`src/rtl/tmr_pkg.sv`:
```
package tmr_pkg;
  localparam int ADDR_W    = 6;
  localparam int DATA_W    = 32;
  localparam int NUM_MATCH = 3;
  localparam int ACT_W     = 3;
  localparam int MCR_W     = ACT_W * NUM_MATCH;
  localparam int FLAG_W    = 5;
  localparam int CAP_FLAG  = 4;
  localparam int CCTL_W    = 3;

  localparam logic [ADDR_W-1:0] OFS_FLAG  = 6'h00;
  localparam logic [ADDR_W-1:0] OFS_CTRL  = 6'h04;
  localparam logic [ADDR_W-1:0] OFS_CNT   = 6'h08;
  localparam logic [ADDR_W-1:0] OFS_LIMIT = 6'h0C;
  localparam logic [ADDR_W-1:0] OFS_PCNT  = 6'h10;
  localparam logic [ADDR_W-1:0] OFS_ACT   = 6'h14;
  localparam logic [ADDR_W-1:0] OFS_CMP0  = 6'h18;
  localparam logic [ADDR_W-1:0] OFS_CCTL  = 6'h28;
  localparam logic [ADDR_W-1:0] OFS_CAPT  = 6'h2C;

  typedef struct packed {
    logic stop;
    logic rst;
    logic intr;
  } act_t;
endpackage

```
`src/rtl/tmr_prescaler.sv`:
```
module tmr_prescaler #(
  parameter int W = 16
) (
  input  logic         clk,
  input  logic         rst_n,
  input  logic         run,
  input  logic         clr,
  input  logic         ld,
  input  logic [W-1:0] ld_val,
  input  logic [W-1:0] limit,
  output logic [W-1:0] pcnt,
  output logic         tick
);
  assign tick = run && (pcnt >= limit);

  always_ff @(posedge clk or negedge rst_n) begin
    if (!rst_n)      pcnt <= '0;
    else if (clr)    pcnt <= '0;
    else if (ld)     pcnt <= ld_val;
    else if (run)    pcnt <= tick ? '0 : pcnt + 1'b1;
  end

  // step by one below the limit, wrap to zero at it
  a_r4_step: assert property (@(posedge clk) disable iff (!rst_n)
    (run && !clr && !ld && !tick) |=> (pcnt == $past(pcnt) + 1'b1));
  a_r4_wrap: assert property (@(posedge clk) disable iff (!rst_n)
    (run && !clr && !ld && tick) |=> (pcnt == '0));
endmodule

```
`src/rtl/tmr_cmp_unit.sv`:
```
module tmr_cmp_unit import tmr_pkg::*; #(
  parameter int W = 16
) (
  input  logic [W-1:0] cnt,
  input  logic [W-1:0] cmp_val,
  input  logic         tick,
  input  act_t         act,
  output logic         hit_int,
  output logic         hit_rst,
  output logic         hit_stop
);
  logic hit;
  assign hit      = tick && (cnt == cmp_val);
  assign hit_int  = hit && act.intr;
  assign hit_rst  = hit && act.rst;
  assign hit_stop = hit && act.stop;
endmodule

```
`src/rtl/tmr_capture.sv`:
```
module tmr_capture #(
  parameter int W      = 16,
  parameter int STAGES = 2
) (
  input  logic         clk,
  input  logic         rst_n,
  input  logic         pin,
  input  logic         sel_rise,
  input  logic         sel_fall,
  input  logic [W-1:0] cnt,
  output logic [W-1:0] cap_val,
  output logic         cap_evt
);
  logic [STAGES-1:0] sync_q;
  logic              prev_q;
  logic              pin_s;

  always_ff @(posedge clk or negedge rst_n) begin
    if (!rst_n) sync_q[0] <= 1'b0;
    else        sync_q[0] <= pin;
  end

  for (genvar s = 1; s < STAGES; s++) begin : g_sync
    always_ff @(posedge clk or negedge rst_n) begin
      if (!rst_n) sync_q[s] <= 1'b0;
      else        sync_q[s] <= sync_q[s-1];
    end
  end

  assign pin_s = sync_q[STAGES-1];

  always_ff @(posedge clk or negedge rst_n) begin
    if (!rst_n) prev_q <= 1'b0;
    else        prev_q <= pin_s;
  end

  assign cap_evt = (sel_rise && pin_s && !prev_q) || (sel_fall && !pin_s && prev_q);

  always_ff @(posedge clk or negedge rst_n) begin
    if (!rst_n)       cap_val <= '0;
    else if (cap_evt) cap_val <= cnt;
  end

  // a selected edge snapshots the count seen in that cycle
  a_r8_snap: assert property (@(posedge clk) disable iff (!rst_n)
    cap_evt |=> (cap_val == $past(cnt)));
  a_r8_quiet: assert property (@(posedge clk) disable iff (!rst_n)
    !cap_evt |=> $stable(cap_val));
endmodule

```
`src/rtl/tmr_match_capture.sv`:
```
module tmr_match_capture import tmr_pkg::*; #(
  parameter int CNT_W       = 16,
  parameter int SYNC_STAGES = 2
) (
  input  logic              clk,
  input  logic              rst_n,
  input  logic              reg_wr,
  input  logic [ADDR_W-1:0] reg_addr,
  input  logic [DATA_W-1:0] reg_wdata,
  output logic [DATA_W-1:0] reg_rdata,
  input  logic              cap_pin,
  output logic              irq
);
  logic              ctl_en, ctl_hold;
  logic [CNT_W-1:0]  cnt, limit, pcnt, cap_val;
  logic [MCR_W-1:0]  act_q;
  logic [CCTL_W-1:0] cctl;
  logic [FLAG_W-1:0] flags, set_mask, clr_mask;
  logic [CNT_W-1:0]  cmp_q [NUM_MATCH];
  logic [NUM_MATCH-1:0] hit_int, hit_rst, hit_stop;
  logic tick, run, cap_evt;
  logic wr_flag, wr_ctrl, wr_cnt, wr_limit, wr_pcnt, wr_act, wr_cctl;

  assign wr_flag  = reg_wr && (reg_addr == OFS_FLAG);
  assign wr_ctrl  = reg_wr && (reg_addr == OFS_CTRL);
  assign wr_cnt   = reg_wr && (reg_addr == OFS_CNT);
  assign wr_limit = reg_wr && (reg_addr == OFS_LIMIT);
  assign wr_pcnt  = reg_wr && (reg_addr == OFS_PCNT);
  assign wr_act   = reg_wr && (reg_addr == OFS_ACT);
  assign wr_cctl  = reg_wr && (reg_addr == OFS_CCTL);

  assign run = ctl_en && !ctl_hold;

  tmr_prescaler #(.W(CNT_W)) u_pre (
    .clk(clk), .rst_n(rst_n), .run(run), .clr(ctl_hold), .ld(wr_pcnt),
    .ld_val(reg_wdata[CNT_W-1:0]), .limit(limit), .pcnt(pcnt), .tick(tick));

  for (genvar i = 0; i < NUM_MATCH; i++) begin : g_cmp
    localparam logic [ADDR_W-1:0] CMP_OFS = ADDR_W'(OFS_CMP0 + 4 * i);
    act_t act_i;
    assign act_i = act_t'(act_q[ACT_W*i +: ACT_W]);

    always_ff @(posedge clk or negedge rst_n) begin
      if (!rst_n)                              cmp_q[i] <= '0;
      else if (reg_wr && reg_addr == CMP_OFS) cmp_q[i] <= reg_wdata[CNT_W-1:0];
    end

    tmr_cmp_unit #(.W(CNT_W)) u_cmp (
      .cnt(cnt), .cmp_val(cmp_q[i]), .tick(tick), .act(act_i),
      .hit_int(hit_int[i]), .hit_rst(hit_rst[i]), .hit_stop(hit_stop[i]));

    // an enabled interrupt action raises its flag at the next edge
    a_r5_flag: assert property (@(posedge clk) disable iff (!rst_n)
      hit_int[i] |=> flags[i]);
  end

  tmr_capture #(.W(CNT_W), .STAGES(SYNC_STAGES)) u_cap (
    .clk(clk), .rst_n(rst_n), .pin(cap_pin), .sel_rise(cctl[0]), .sel_fall(cctl[1]),
    .cnt(cnt), .cap_val(cap_val), .cap_evt(cap_evt));

  // configuration registers
  always_ff @(posedge clk or negedge rst_n) begin
    if (!rst_n) begin
      limit <= '0;
      act_q <= '0;
      cctl  <= '0;
    end else begin
      if (wr_limit) limit <= reg_wdata[CNT_W-1:0];
      if (wr_act)   act_q <= reg_wdata[MCR_W-1:0];
      if (wr_cctl)  cctl  <= reg_wdata[CCTL_W-1:0];
    end
  end

  // control: write wins over stop-on-match
  always_ff @(posedge clk or negedge rst_n) begin
    if (!rst_n) begin
      ctl_en   <= 1'b0;
      ctl_hold <= 1'b0;
    end else if (wr_ctrl) begin
      ctl_en   <= reg_wdata[0];
      ctl_hold <= reg_wdata[1];
    end else if (|hit_stop) begin
      ctl_en   <= 1'b0;
    end
  end

  // count: hold > write > advance
  always_ff @(posedge clk or negedge rst_n) begin
    if (!rst_n)            cnt <= '0;
    else if (ctl_hold)     cnt <= '0;
    else if (wr_cnt)       cnt <= reg_wdata[CNT_W-1:0];
    else if (tick) begin
      if (|hit_rst)        cnt <= '0;
      else if (|hit_stop)  cnt <= cnt;
      else                 cnt <= cnt + 1'b1;
    end
  end

  // flags: set wins over write-one-to-clear
  always_comb begin
    set_mask = '0;
    set_mask[NUM_MATCH-1:0] = hit_int;
    set_mask[CAP_FLAG] = cap_evt && cctl[2];
    clr_mask = wr_flag ? reg_wdata[FLAG_W-1:0] : '0;
  end

  always_ff @(posedge clk or negedge rst_n) begin
    if (!rst_n) flags <= '0;
    else        flags <= (flags & ~clr_mask) | set_mask;
  end

  assign irq = |flags;

  always_comb begin
    reg_rdata = '0;
    case (reg_addr)
      OFS_FLAG:  reg_rdata = DATA_W'(flags);
      OFS_CTRL:  reg_rdata = DATA_W'({ctl_hold, ctl_en});
      OFS_CNT:   reg_rdata = DATA_W'(cnt);
      OFS_LIMIT: reg_rdata = DATA_W'(limit);
      OFS_PCNT:  reg_rdata = DATA_W'(pcnt);
      OFS_ACT:   reg_rdata = DATA_W'(act_q);
      OFS_CCTL:  reg_rdata = DATA_W'(cctl);
      OFS_CAPT:  reg_rdata = DATA_W'(cap_val);
      default: begin
        for (int i = 0; i < NUM_MATCH; i++)
          if (reg_addr == ADDR_W'(OFS_CMP0 + 4 * i)) reg_rdata = DATA_W'(cmp_q[i]);
      end
    endcase
  end

  // hold forces both counters to zero
  a_r3_hold: assert property (@(posedge clk) disable iff (!rst_n)
    ctl_hold |=> (cnt == '0 && pcnt == '0));
  // reset-on-match returns the count to zero
  a_r6_reset: assert property (@(posedge clk) disable iff (!rst_n)
    ((|hit_rst) && !wr_cnt) |=> (cnt == '0));
  // stop-on-match drops the enable
  a_r7_stop: assert property (@(posedge clk) disable iff (!rst_n)
    ((|hit_stop) && !wr_ctrl) |=> !ctl_en);
  // a disabled count does not move unless written
  a_r12_idle: assert property (@(posedge clk) disable iff (!rst_n)
    (!ctl_en && !ctl_hold && !wr_cnt) |=> $stable(cnt));
  // a flag only goes away through a clear write
  a_r10_sticky: assert property (@(posedge clk) disable iff (!rst_n)
    !wr_flag |=> ((flags & $past(flags)) == $past(flags)));
endmodule

```
`config.mk`:
```
export PLATFORM = sky130hd
export DESIGN_NAME = tmr_match_capture
export DESIGN_NICKNAME = d
export VERILOG_FILES = /design/src/rtl/tmr_pkg.sv /design/src/rtl/tmr_prescaler.sv /design/src/rtl/tmr_cmp_unit.sv /design/src/rtl/tmr_capture.sv /design/src/rtl/tmr_match_capture.sv
export SDC_FILE = /design/constraint.sdc
export NUM_CORES = 1
export LEC_CHECK = 0
export CAP_MARGIN = 5
export CELL_PAD_IN_SITES_DETAIL_PLACEMENT = 0
export CELL_PAD_IN_SITES_GLOBAL_PLACEMENT = 2
export CORE_MARGIN = 1.5
export CORE_UTILIZATION = 41
export DETAILED_ROUTE_END_ITERATION = 10
export PLACE_DENSITY_LB_ADDON = 0.1
export SLEW_MARGIN = 20
export SYNTH_ARGS = -nofsm -noshare
export SYNTH_HDL_FRONTEND = slang
export SYNTH_HIERARCHICAL = 1
export SYNTH_SLANG_ARGS = --single-unit
export TNS_END_PERCENT = 1
```
`constraint.sdc`:
```
create_clock -name clk -period 8.7 [get_ports clk]
set_input_delay 1.305 -clock clk [delete_from_list [all_inputs] [get_ports clk]]
set_output_delay 1.305 -clock clk [all_outputs]
set_load 0.005 [all_outputs]
```
# Yosys cells after proc, flatten, opt, wreduce, memory -nomap -nowiden
# Index checks and enable logic that the tools add are counted.
# op_classes
add_sub_neg	2
magnitude_cmp	1
n_eq_ne	14
mux	16
bitwise_logic	3
reduce_logical	41
# op_table
cell	count
one-hot mux 32 bit (8 select lines)	1
2-to-1 mux 16 bit	10
2-to-1 mux 32 bit	2
equality test 16 bit	3
adder 16 x 1 -> 16 bit (second input constant)	2
logical AND 1 bit	29
equality test 6 x 5 -> 1 bit (second input constant)	4
equality test 6 bit (second input constant)	3
>= comparator 16 bit	1
equality test 6 x 4 -> 1 bit (second input constant)	2
equality test 6 x 3 -> 1 bit (second input constant)	1
zero test 6 bit	1
nonzero test 3 bit	2
OR reduction 3 bit	2
AND 5 bit	1
2-to-1 mux 5 bit	1
NOT 5 bit	1
OR 5 bit	1
OR reduction 5 bit	1
!= test 4 x 3 -> 1 bit (second input constant)	1
zero test 1 bit	3
2-to-1 mux 1 bit	2
AND reduction 2 bit	1
nonzero test 2 bit	1
logical OR 1 bit	1
# word_totals
regBits	134
in_bits	42
output_inout_bits	33
word_cells	92

# Depth between registers and ports, before layout
# depth
depth_word	11
depth_mapped	16

# By module
# The synthesis kept the hierarchy.
# by_module_without_submodules
module	instances	cells_each	area_each_um2	seq_area_each_um2
tmr_match_capture	1	509	5587.9	2477.4
tmr_prescaler	1	197	1602.8	400.4
tmr_capture	1	134	1352.5	475.5
tmr_cmp_unit	3	25	203.9	0.0

# Least setup slack after synthesis
# No wires, ideal clock.
# synth_timing
path_kind	in2out
from	in reg_addr[3]
to	out reg_rdata[0]
arrival_time_ps	2627
setup_slack_ps	4768
stages	6
n_path_buf	2
path_cell_list	buf_2 mux2_2 or3_1 buf_2 a221oi_1 a22oi_1
# synth_via
elab_chain_len	5
elab_cells_between_ends	15
classes_between	10 x eq/ne; 4 x mux; 1 x reduce/logical
# synth_rtl
element	line_no	rtl
from (decl)	tmr_match_capture.sv:8	input logic [ADDR_W-1:0] reg_addr,
equality test 6 x 5 -> 1 bit	tmr_match_capture.sv:127	if (reg_addr == ADDR_W'(OFS_CMP0 + 4 * i)) reg_rdata = DATA_W'(cmp_q[i]);
2-to-1 mux 16 bit	tmr_match_capture.sv:127	
2-to-1 mux 32 bit (2 in series)	tmr_match_capture.sv:127	
one-hot mux 32 bit (8 select lines) *	tmr_match_capture.sv:116	case (reg_addr)
to (decl)	tmr_match_capture.sv:10	output logic [DATA_W-1:0] reg_rdata,
# Every way passes the cells marked *; elsewhere a longest branch is shown, timed or not.

# Final worst setup path
# layout_timing
from	in reg_addr[3]
to	out reg_rdata[3]
# Same word-level chain as after synthesis.

==> flow_metrics.tcl <==
set metrics [dict create \
    powerDensity_nw_per_um2 232 \
    grt_pass1_wl_um 47500 \
    ant_nets 0 \
    die_h_um 152 \
    diodes 0 \
    synth.distinct_cells 74 \
    fin_crit_ps 5920 \
    layout-drive-gt1-share_pct 17.6 \
    via_per_inst 6.47 \
    synth_most_common_cell "dfrtp_1" \
    synth_area_leaders "dfrtp_1 37%, mux2_2 8.6%, xnor2_1 4.0%, ha_1 2.5%, and3_1 2.3%" \
    port_buffers 42 \
    slowest_delay_ps 810 \
    path_buf_inv 2 \
    cp.depth 6 \
    core_um2 21900 \
    clock_skew_ps 8.24 \
    synth-xor-area-share_pct 5.07 \
    avgSynthCellArea_um2 10.0 \
    worst-r2r-cell-count 12 \
    synth_compound_area_share_pct 18.5 \
    grt_overflow 0 \
    cts.clk_slew.worst_paths_ps 60 \
    numCtsBuffers 17 \
    syn_inst 915 \
    cts_tree "yes" \
    routabilityCongestion 0.879 \
    drt_iter0_drc 815 \
    crit_arrival_ps 4620 \
    slew_headroom_pct 28.8 \
    cts_setup_buffers 0 \
    track_usage_pct 26.9 \
    ys_warn_count 6 \
    whs_ps 350 \
    outcome "completed" \
    synth-simple-area-share_pct 19.5 \
    cts_sinks 134 \
    synthArstFlopShare_pct 100 \
    min_path_type "reg -> reg" \
    crit_slowest_cell "nor2_1" \
    pin_count 75 \
    num_rows 54 \
    peakVddDrop_mv 0.130 \
    routed_wl_um 31300 \
    leakage_nw 4.17 \
    yosysSeqAreaShare_pct 36.6 \
    htreeDepth 4 \
    netlist_area_um2 9160 \
    setup_viol 0 \
    synth_top_area_cell "dfrtp_1" \
    max-clock-path-buffers 2 \
    path_max_fanout 12 \
    cts_root_buf "clkbuf_16" \
    cts.repair.resized 0 \
    synth-edff-count 0 \
    synth_top_family_by_area "simple AND/OR/NAND/NOR gates" \
    grt_max_degree 75 \
    die_w_um 152 \
    synth_common_cells "134 x dfrtp_1, 70 x mux2_2, 42 x nand3_1, 42 x xnor2_1, 37 x nand2_1" \
    firstDrtPassIters 5 \
    worst_pin_slew_ps 1070 \
    critPathKind "in -> out" \
    whs_path_depth 0 \
    worstPathRequired_ps 7390 \
    finalHoldViolations 0 \
    utilization_pct 46.7 \
    antenna_found_initial 0 \
    path_cells "clkdlybuf4s50_1 > nor2_1 > and2_1 > a222oi_1 > a22oi_1 > clkdlybuf4s50_1" \
    synth_mux_area_share_pct 11.1 \
    layout.nets 981 \
    via_count 7851 \
    fmax_ghz 0.169 \
    critPathTopFamily "simple AND/OR/NAND/NOR gates" \
    tns_ps 0 \
    dieArea_um2 23200 \
    slew_violations 0 \
    cpMostUsedCell "clkdlybuf4s50_1" \
    worstSkewPairLatency_ps 420 \
    remaining_drc_errors 0 \
    synthFlopType "dfrtp_1" \
    synthAdderAreaFrac_pct 2.46 \
    cts_hold_buf 0 \
    rsz0062_at_grt "no" \
    drv_cap 0 \
    synth_seq_cells 134 \
    grt_pass1_vias 7550 \
    min_period_over_period_pct 68.1 \
    start_util_pct 41.8 \
    end_kind "primary output" \
    dp_hpwl_um 22000 \
    wire_per_inst_um 25.7 \
    area_growth_syn_to_layout_pct 11.7 \
    synth_top_cell_area_share_pct 36.6 \
    start_kind "input pin" \
]
-- report_power, final --
group          switching (mW)  internal (mW)
Clock                   0.293          0.494
Combinational           0.309          0.311
Sequential              0.229          0.736
-- final timing paths --
check | startpoint | to | slack (ps)
worst min-delay path | u_cap/sync_q[0] | u_cap/pin_s | 350
worst min register to register | u_cap/sync_q[0] | u_cap/pin_s | 350
worst max register to register | u_pre/pcnt[13] | cnt[15] | 3960
min in group asynchronous | rst_n | u_cap/prev_q | 880
max in group asynchronous | rst_n | act_q[8] | 6370
worst max-delay path | reg_addr[3] | reg_rdata[3] | 2780
-- worst reg2reg max path, stage by stage, from the launching register on --
cell and delay, ps:
dfrtp_1 450, ha_1 340, nand4_1 160, or3_1 460
or4_1 870, a31oi_4 490, nand2_1 130, nor3_2 210
and3_1 290, nor3_1 190, o21ai_2 600, a22oi_1 190
o311ai_1 250
-- kinds of logic after synthesis --
| kind of cell | count (synthesis) |
|---|---|
| AO/OA/AOI/OAI | 207 |
| XOR/XNOR | 53 |
| adder cells (fa/ha/maj) | 18 |
| buffers and inverters | 112 |
| flip-flops | 134 |
| multiplexers | 85 |
| other | 1 |
| AND/OR/NAND/NOR | 305 |
-- cell type report --
type,count,area (um^2)
well taps,280,350
inverters,29,109
multi-input cells,684,5260
fillers,2096,11700
clock buffers,20,457
clock inverters,12,176
flip-flops and latches,134,3350
repair buffers,55,519
-- registers in the layout, indices dropped and copies added (netlist names) --
name           count
cmp_q             48
cnt               16
limit             16
u_cap/cap_val     16
u_pre/pcnt        16
act_q              9
flags              5
cctl               3
ctl_en             1
ctl_hold           1
u_cap/pin_s        1
u_cap/prev_q       1
u_cap/sync_q       1
-- per-stage QoR --
step | cell area [um^2] | std cells | total power [mW] | worst slack [ps]
4_1_cts | 10200 | 1214 | 2.38 | 2740
2_1_floorplan | 9210 | 930 | 1.35 | 4770
3_3_place_gp | 9590 | 1182 | 1.56 | 2830
3_5_place_dp | 9590 | 1182 | 1.58 | 2770
5_1_grt | 10200 | 1214 | 2.49 | 2660
6_report | 10200 | 1214 | 2.37 | 2780
-- routing by layer --
metal	up-vias	wire length [um]	part of all wire, %	track usage [%]
li1	3501	-	-	-
met1	3956	13300	43	36.1
met2	341	14900	48	43.5
met3	53	2260	7.2	5.43
met4	0	811	2.6	8.70
met5	-	0	0	0
-- layout by cell type, fill, tap and decap left out, types with 11 or more instances in the layout --
master	n
nand3_1	42
o21ai_0	20
nor2b_1	21
a31oi_1	15
mux2_2	70
and2_1	11
clkbuf_16	17
a21oi_1	21
nand4_1	34
inv_1	29
buf_4	13
a2bb2oi_1	12
nor2_1	35
xnor2_1	42
nand2_1	37
conb_1	16
ha_1	18
clkdlybuf4s50_1	41
o311a_1	17
a32oi_1	23
and3_1	34
nor3_1	12
dfrtp_1	134
xor2_1	11
nor3b_1	19
a222oi_1	12
Note: power is estimated with default switching activity, not from simulation.
